[src/rtl/intctl_pkg.sv]
package intctl_pkg;
  localparam int REG_W   = 8;
  localparam int NUM_SRC = 3;
  // source index order matches flag/enable bit order: timer, pin, port change
  localparam int SRC_TMR = 2;
  localparam int SRC_PIN = 1;
  localparam int SRC_CHG = 0;

  typedef struct packed {
    logic               gie;
    logic               pen;
    logic [NUM_SRC-1:0] src_en;
    logic [NUM_SRC-1:0] src_fl;
  } ctl_t;
endpackage

[src/rtl/intctl_sync.sv]
module intctl_sync #(
  parameter int W      = 4,
  parameter int STAGES = 2
) (
  input  logic         clk,
  input  logic         rst_n,
  input  logic [W-1:0] d,
  output logic [W-1:0] q
);
  logic [STAGES-1:0][W-1:0] stg_q;
  logic [STAGES-1:0][W-1:0] stg_d;

  always_comb begin
    stg_d[0] = d;
    for (int s = 1; s < STAGES; s++) stg_d[s] = stg_q[s-1];
  end

  always_ff @(posedge clk or negedge rst_n) begin
    if (!rst_n) stg_q <= '0;
    else        stg_q <= stg_d;
  end

  assign q = stg_q[STAGES-1];
endmodule

[src/rtl/intctl_mismatch.sv]
module intctl_mismatch #(
  parameter int W = 4
) (
  input  logic         clk,
  input  logic         rst_n,
  input  logic [W-1:0] pins_s,
  input  logic         reload,
  output logic         mismatch
);
  logic [W-1:0] snap_q;
  logic [W-1:0] snap_d;

  always_comb begin
    snap_d = snap_q;
    if (reload) snap_d = pins_s;
  end

  always_ff @(posedge clk or negedge rst_n) begin
    if (!rst_n) snap_q <= '0;
    else        snap_q <= snap_d;
  end

  assign mismatch = (pins_s != snap_q);

  AST_SNAP_RELOAD: assert property (@(posedge clk) disable iff (!rst_n)
    reload |=> (snap_q == $past(pins_s)));
  AST_SNAP_HOLD: assert property (@(posedge clk) disable iff (!rst_n)
    !reload |=> $stable(snap_q));
endmodule

[src/rtl/intctl_flag.sv]
module intctl_flag #(
  parameter bit HAS_RST = 1'b1
) (
  input  logic clk,
  input  logic rst_n,
  input  logic hw_set,
  input  logic sw_wr,
  input  logic sw_val,
  output logic flag
);
  logic flag_q;
  logic flag_d;

  always_comb begin
    flag_d = flag_q;
    if (sw_wr)  flag_d = sw_val;
    if (hw_set) flag_d = 1'b1;
  end

  generate
    if (HAS_RST) begin : g_rst
      always_ff @(posedge clk or negedge rst_n) begin
        if (!rst_n) flag_q <= 1'b0;
        else        flag_q <= flag_d;
      end
    end else begin : g_norst
      always_ff @(posedge clk) begin
        flag_q <= flag_d;
      end
    end
  endgenerate

  assign flag = flag_q;

  AST_SET_WINS: assert property (@(posedge clk) disable iff (!rst_n)
    hw_set |=> flag);
  AST_NO_SELF_CLEAR: assert property (@(posedge clk) disable iff (!rst_n)
    (flag && !sw_wr) |=> flag);
endmodule

[src/rtl/intctl_reg.sv]
module intctl_reg
  import intctl_pkg::*;
#(
  parameter int          ADDR_W      = 9,
  parameter int          OFS_W       = 7,
  parameter logic [6:0]  REG_OFS     = 7'h0B,
  parameter int          PORT_W      = 8,
  parameter int          CHG_LO      = 4,
  parameter int          SYNC_STAGES = 2
) (
  input  logic              clk,
  input  logic              rst_n,
  input  logic [ADDR_W-1:0] bus_addr,
  input  logic [REG_W-1:0]  bus_wdata,
  input  logic              bus_we,
  output logic [REG_W-1:0]  bus_rdata,
  input  logic              tmr_ovf,
  input  logic              ext_pulse,
  input  logic [PORT_W-1:0] port_pins,
  input  logic              port_rd,
  input  logic              periph_req,
  output logic              irq
);
  localparam int CHG_W = PORT_W - CHG_LO;

  logic             hit;
  logic             wr_hit;
  logic [CHG_W-1:0] chg_s;
  logic             chg_mis;
  logic [NUM_SRC-1:0] hw_set;
  logic [NUM_SRC-1:0] fl;
  logic             gie_q, pen_q;
  logic [NUM_SRC-1:0] en_q;
  logic             gie_d, pen_d;
  logic [NUM_SRC-1:0] en_d;
  ctl_t             cur;
  logic             unused_ok;

  assign unused_ok = ^{bus_addr[ADDR_W-1:OFS_W], port_pins[CHG_LO-1:0]};

  // bank bits above OFS_W are ignored: the offset is mirrored in every bank
  assign hit    = (bus_addr[OFS_W-1:0] == REG_OFS[OFS_W-1:0]);
  assign wr_hit = hit && bus_we;

  intctl_sync #(.W(CHG_W), .STAGES(SYNC_STAGES)) u_sync (
    .clk(clk), .rst_n(rst_n), .d(port_pins[PORT_W-1:CHG_LO]), .q(chg_s)
  );

  intctl_mismatch #(.W(CHG_W)) u_mis (
    .clk(clk), .rst_n(rst_n), .pins_s(chg_s), .reload(port_rd), .mismatch(chg_mis)
  );

  always_comb begin
    hw_set          = '0;
    hw_set[SRC_TMR] = tmr_ovf;
    hw_set[SRC_PIN] = ext_pulse;
    hw_set[SRC_CHG] = chg_mis;
  end

  generate
    for (genvar i = 0; i < NUM_SRC; i++) begin : g_flag
      intctl_flag #(.HAS_RST(i != SRC_CHG)) u_flag (
        .clk(clk), .rst_n(rst_n), .hw_set(hw_set[i]),
        .sw_wr(wr_hit), .sw_val(bus_wdata[i]), .flag(fl[i])
      );
    end
  endgenerate

  // enable bits: next state
  always_comb begin
    gie_d = gie_q;
    pen_d = pen_q;
    en_d  = en_q;
    if (wr_hit) begin
      gie_d = bus_wdata[REG_W-1];
      pen_d = bus_wdata[REG_W-2];
      en_d  = bus_wdata[2*NUM_SRC-1:NUM_SRC];
    end
  end

  always_ff @(posedge clk or negedge rst_n) begin
    if (!rst_n) begin
      gie_q <= 1'b0;
      pen_q <= 1'b0;
      en_q  <= '0;
    end else begin
      gie_q <= gie_d;
      pen_q <= pen_d;
      en_q  <= en_d;
    end
  end

  always_comb begin
    cur.gie    = gie_q;
    cur.pen    = pen_q;
    cur.src_en = en_q;
    cur.src_fl = fl;
  end

  assign bus_rdata = hit ? cur : '0;
  assign irq = gie_q && ((|(en_q & fl)) || (pen_q && periph_req));

  AST_IRQ_MASKED: assert property (@(posedge clk) disable iff (!rst_n)
    !gie_q |-> !irq);
  AST_EN_HOLD: assert property (@(posedge clk) disable iff (!rst_n)
    !wr_hit |=> ($stable(gie_q) && $stable(pen_q) && $stable(en_q)));
  AST_OFF_ADDR_ZERO: assert property (@(posedge clk) disable iff (!rst_n)
    !hit |-> (bus_rdata == '0));
  AST_TMR_SETS: assert property (@(posedge clk) disable iff (!rst_n)
    tmr_ovf |=> bus_rdata[2] || !hit);
endmodule

[config.mk]
export PLATFORM = sky130hd
export DESIGN_NAME = intctl_reg
export DESIGN_NICKNAME = d
export VERILOG_FILES = /design/src/rtl/intctl_pkg.sv /design/src/rtl/intctl_sync.sv /design/src/rtl/intctl_mismatch.sv /design/src/rtl/intctl_flag.sv /design/src/rtl/intctl_reg.sv
export SDC_FILE = /design/constraint.sdc
export NUM_CORES = 1
export LEC_CHECK = 0
export BUFFER_PORTS_ARGS = -buffer_cell sky130_fd_sc_hd__buf_2
export CAP_MARGIN = 20
export CORE_ASPECT_RATIO = 1.4
export CORE_MARGIN = 4
export CORE_UTILIZATION = 40
export DETAILED_ROUTE_END_ITERATION = 8
export PLACE_DENSITY = 0.73
export SYNTH_ARGS = -nofsm -noshare
export SYNTH_HDL_FRONTEND = slang
export SYNTH_SLANG_ARGS = --single-unit
[constraint.sdc]
create_clock -name clk -period 1.2 [get_ports clk]
set_input_delay 0.24 -clock clk [delete_from_list [all_inputs] [get_ports clk]]
set_output_delay 0.24 -clock clk [all_outputs]
set_load 0.02 [all_outputs]
=== Word-level counts from Yosys, hierarchy flattened ===
Cells that the tools add are included.

* Bits in registers: 20
* Bits of input ports: 32
* Output and inout port bits: 9
* Word-level logic and storage cells: 24

* Equal/unequal tests: 2
* Multiplexer cells: 5
* Bitwise gates (word level): 1
* Reduce and logical (&&, ||, !) cells: 7

{| class="wikitable"
|+ Operator list
! cell !! count
|-
| 2-to-1 mux 8 bit || 1
|-
| equality test 7 x 4 -> 1 bit, second input constant || 1
|-
| 2-to-1 mux 1 bit || 4
|-
| inequality test 4 bit || 1
|-
| nonzero test 2 bit || 2
|-
| AND 3 bit || 1
|-
| logical AND 1 bit || 3
|-
| OR reduction 3 bit || 1
|-
| logical OR 1 bit || 1
|}

=== Longest topological paths before layout ===
* Depth after elaboration: 4
* Depth in mapped cells: 3
* Mapped depth without buffers: 3

=== By module ===
A second synthesis with hierarchy kept.

* Cells, all modules: 58
* Area total of the unflattened synthesis: 829.5 um2

{| class="wikitable"
|+ Modules (own cells, without submodules)
! module !! instances !! cells an instance !! area each (um2) !! seq. area each (um2)
|-
| intctl_reg || 1 || 28 || 327.8 || 125.1
|-
| intctl_sync || 1 || 8 || 200.2 || 200.2
|-
| intctl_mismatch || 1 || 13 || 186.4 || 100.1
|-
| intctl_flag (g_flag[1].u_flag ...) || 2 || 3 || 40.0 || 25.0
|-
| intctl_flag (g_flag[0].u_flag) || 1 || 3 || 35.0 || 20.0
|}

=== Worst setup path after synthesis ===
OpenSTA, ideal clock, no wires.

* Path kind: in2out
* From: input port bus_addr[6]
* To: output port bus_rdata[0]
* Arrival time: 1.049 ns
* Required time: 0.960 ns
* Path slack: -0.089 ns
* Stages: 3
* Buffers on the path: 0
* Cell sequence: nand4bb_4 > nor4b_4 > and2_1

* Word-level cells in the longest chain between the ends: 2

{| class="wikitable"
|+ Ends and longest elaborated chain
! item !! line !! source
|-
| start: declaration || intctl_reg.sv:13 || <nowiki>input logic [ADDR_W-1:0] bus_addr,</nowiki>
|-
| equality test 7 x 4 -> 1 bit || intctl_reg.sv:42 || <nowiki>assign hit = (bus_addr[OFS_W-1:0] == REG_OFS[OFS_W-1:0]);</nowiki>
|-
| 2-to-1 mux 8 bit || intctl_reg.sv:100 || <nowiki>assign bus_rdata = hit ? cur : '0;</nowiki>
|-
| end: declaration || intctl_reg.sv:16 || <nowiki>output logic [REG_W-1:0] bus_rdata,</nowiki>
|}

No other way between the ends.

=== Worst setup path after layout ===
* From: input port bus_addr[6]
* To: output port bus_rdata[3]

Same word-level chain as after synthesis.

==> metrics.txt <==
CTS Buffer Depth 2; H-Tree Level Count 1; Hold Crit Start port_pins[4]; Synth area leaders dfrtp_1 (54%), mux2_4 (8.5%), and2_1 (5.7%); Pwr Total 1.29 mW; Netlist Area Pre-Place 882 sq um; CP cell instances buf_6 > nand4bb_4 > nor4b_4 > buf_6 > and2_4 > buf_6; Syn Nets 92; Worst Hold Class primary input to flop; per-cell routed wire length 13.5 um; Clock Latency Late Sink 0.28 ns; CTS buffer count 3; number of global-route vias before repair 671; ys flop type dfrtp_1; cells after synthesis 60; Worst Path Class, Setup primary input to primary output; total vias in the final route 620; pwr dens 1000 mW/mm^2; max_cap viols 0; failing checks setup timing; Final #Nets 140; Final Slew Violations 0; Syn-to-layout area delta 45.4%; Via density 4.84; static leakage 0.624 nW; fin cells 128; most numerous cell in the Yosys netlist dfrtp_1; fraction of layout cells with a size suffix above 1 0.654; Seq/Total Area, Yosys 0.562; gr usage total 0.128; Setup violations, final 9; Data required, critical path 0.96 ns; n_diodes 0; routed wire length 1730 um; global placement routability congestion 0.734; Synth Register Bits 20; initial antenna violation count 0; Crit Reg-Reg Startpoint u_mis.snap_q[3]; status finished with violations; Die X 47.7 um; Worst path most repeated cell buf_6; CP max stage delay 0.24 ns; Final Hold Vio Count 0; GRT Residual Overflow 0; Synth cell types 18; Worst Skew 0.000851 ns; post-route ant nets 0; Peak VDD IR 0.890 mV; crit end category primary output; Max Clk Rate 686 MHz; CP delay by family, top simple AND/OR/NAND/NOR gates; Top Ports 41; measured slew at the worst slew-check pin 0.420 ns; RSZ-0062 raised after global routing yes; global-route wire length before repair 2860 um; Setup crit start kind primary input; Initial DRC Count 6; Starting Density 0.437; crit path max-delay cell type nor4b_4; fraction of registers with async set/reset 0.950; post-placement cell count 118; Sink Count 20; Final WS setup -0.258 ns; CTS root buf clkbuf_4; Rel. slew slack 0.720; CP Buf/Inv Count 3; DRC 0; Worst Setup SP bus_addr[6]; crit-path max FO 8; CTS tree built; largest area contributor in the netlist dfrtp_1; Die ar. 0.00303 sq mm; Tcrit/Tclk final 1.22; Final Critical Period 1.46 ns; pre-CTS setup slack -0.393 ns; syn avg cell area 14.7 sq um; Post-synth EDFFs 0; Synth warnings 0; worst endpoint data arrival time 1.22 ns; Yosys top cell area share 0.539; Detail Placement HPWL 1300 um; largest net degree at the start of global routing 20; clock-pin slew on the worst setup and hold paths 0.10 ns; core area 0.00202 sq mm; DR pass1 iterations 2; Die H 63.6 um; top post-synthesis cells by count dfrtp_1 (19), and2_1 (8), mux2_4 (5); number of port buffers 34; Row Count 19
area by class of cell:
type / count / area [sq um]
clock buffer: 4 / 36.3
fill: 148 / 738
multi-input combinational: 40 / 418
sequential: 20 / 495
tap: 21 / 26.3
timing repair buffer: 43 / 307
what timing repair did:
item                       CTS  global route
pin swaps                   10             3
resized for setup           27             3
gates cloned                 0             0
setup endpoints to repair    9            10
buffers inserted             4             1
hold buffers                 1             0
hold endpoints to repair    19             0
per-layer routing:
metal	wire, um	vias to the layer above	GRT usage
met5	0	-	0
met4	9	0	0.0404
met3	116	2	0.0171
met2	930	19	0.214
met1	673	290	0.163
li1	-	309	-
worst reg2reg max path, stage by stage (launching register included):
cell	delay (ns)
dfrtp_1	0.40
xor2_1	0.18
nor4_2	0.28
nand3_1	0.09
registers in the layout, summed over array words and instances (netlist names):
register	cells
pen_q	1
u_sync.q	4
u_mis.snap_q	4
en_q	3
g_flag.u_flag.flag	3
u_sync.stg_d	4
gie_q	1
stage by stage:
stage                     hold slack (ns)  setup TNS [ns]  utilization  instance area (sq um)
final                              0.0520           -2.19        0.635                   1280
after global routing               0.0328           -2.81        0.635                   1280
after CTS                          0.0453           -2.60        0.622                   1260
after detailed placement            0.199           -3.24        0.550                   1110
after global placement              0.188           -2.98        0.550                   1110
after floorplan                   -0.0556          -0.477            -                    892
report_power, final:
group          switching [mW]  total, mW  internal, mW
logic                  0.0685      0.177         0.109
registers              0.0257      0.740         0.714
clock network           0.185      0.370         0.184
total                   0.279       1.29          1.01
logic make-up (layout without fill, tap and decap cells):
logic type / after synthesis / after routing / share of synthesized area
buffers and inverters: 0 / 47 / 0
flip-flops: 20 / 20 / 0.562
XOR/XNOR: 4 / 4 / 0.0397
multiplexers: 9 / 9 / 0.136
AND/OR/NAND/NOR: 21 / 21 / 0.220
AO/OA/AOI/OAI: 6 / 6 / 0.0425
layout by cell type (no fill, tap or decap):
cell and instances:
o21ai_0 3, nand4bb_4 1, dfxtp_1 1, dlygate4sd3_1 1, nor4_2 1, a22oi_1 1, a21boi_1 1, nand3b_1 2
and2_4 8, buf_4 7, buf_6 11, mux2_2 4, dfrtp_1 19, nand3_1 4, clkbuf_4 3, and4bb_2 1
nand4bb_1 1, xor2_1 4, mux2_4 5, nor4b_4 1, a22oi_2 1, buf_2 24, and4bb_4 1, nand2_4 1
clkbuf_8 1
worst paths after layout:
check / endpoint / slack (ns) / cells past startpoint
hold / removal: u_sync.stg_d[4] / 0.05 / 1
min in group asynchronous: pen_q / 0.44 / 2
max in group asynchronous: u_sync.stg_d[7] / 0.46 / 2
hold reg to reg: u_sync.q[2] / 0.36 / 0
setup / recovery: bus_rdata[3] / -0.26 / 6
setup reg to reg: g_flag[0].u_flag.flag / 0.15 / 3
No activity file was read; power rests on OpenSTA's default activity.
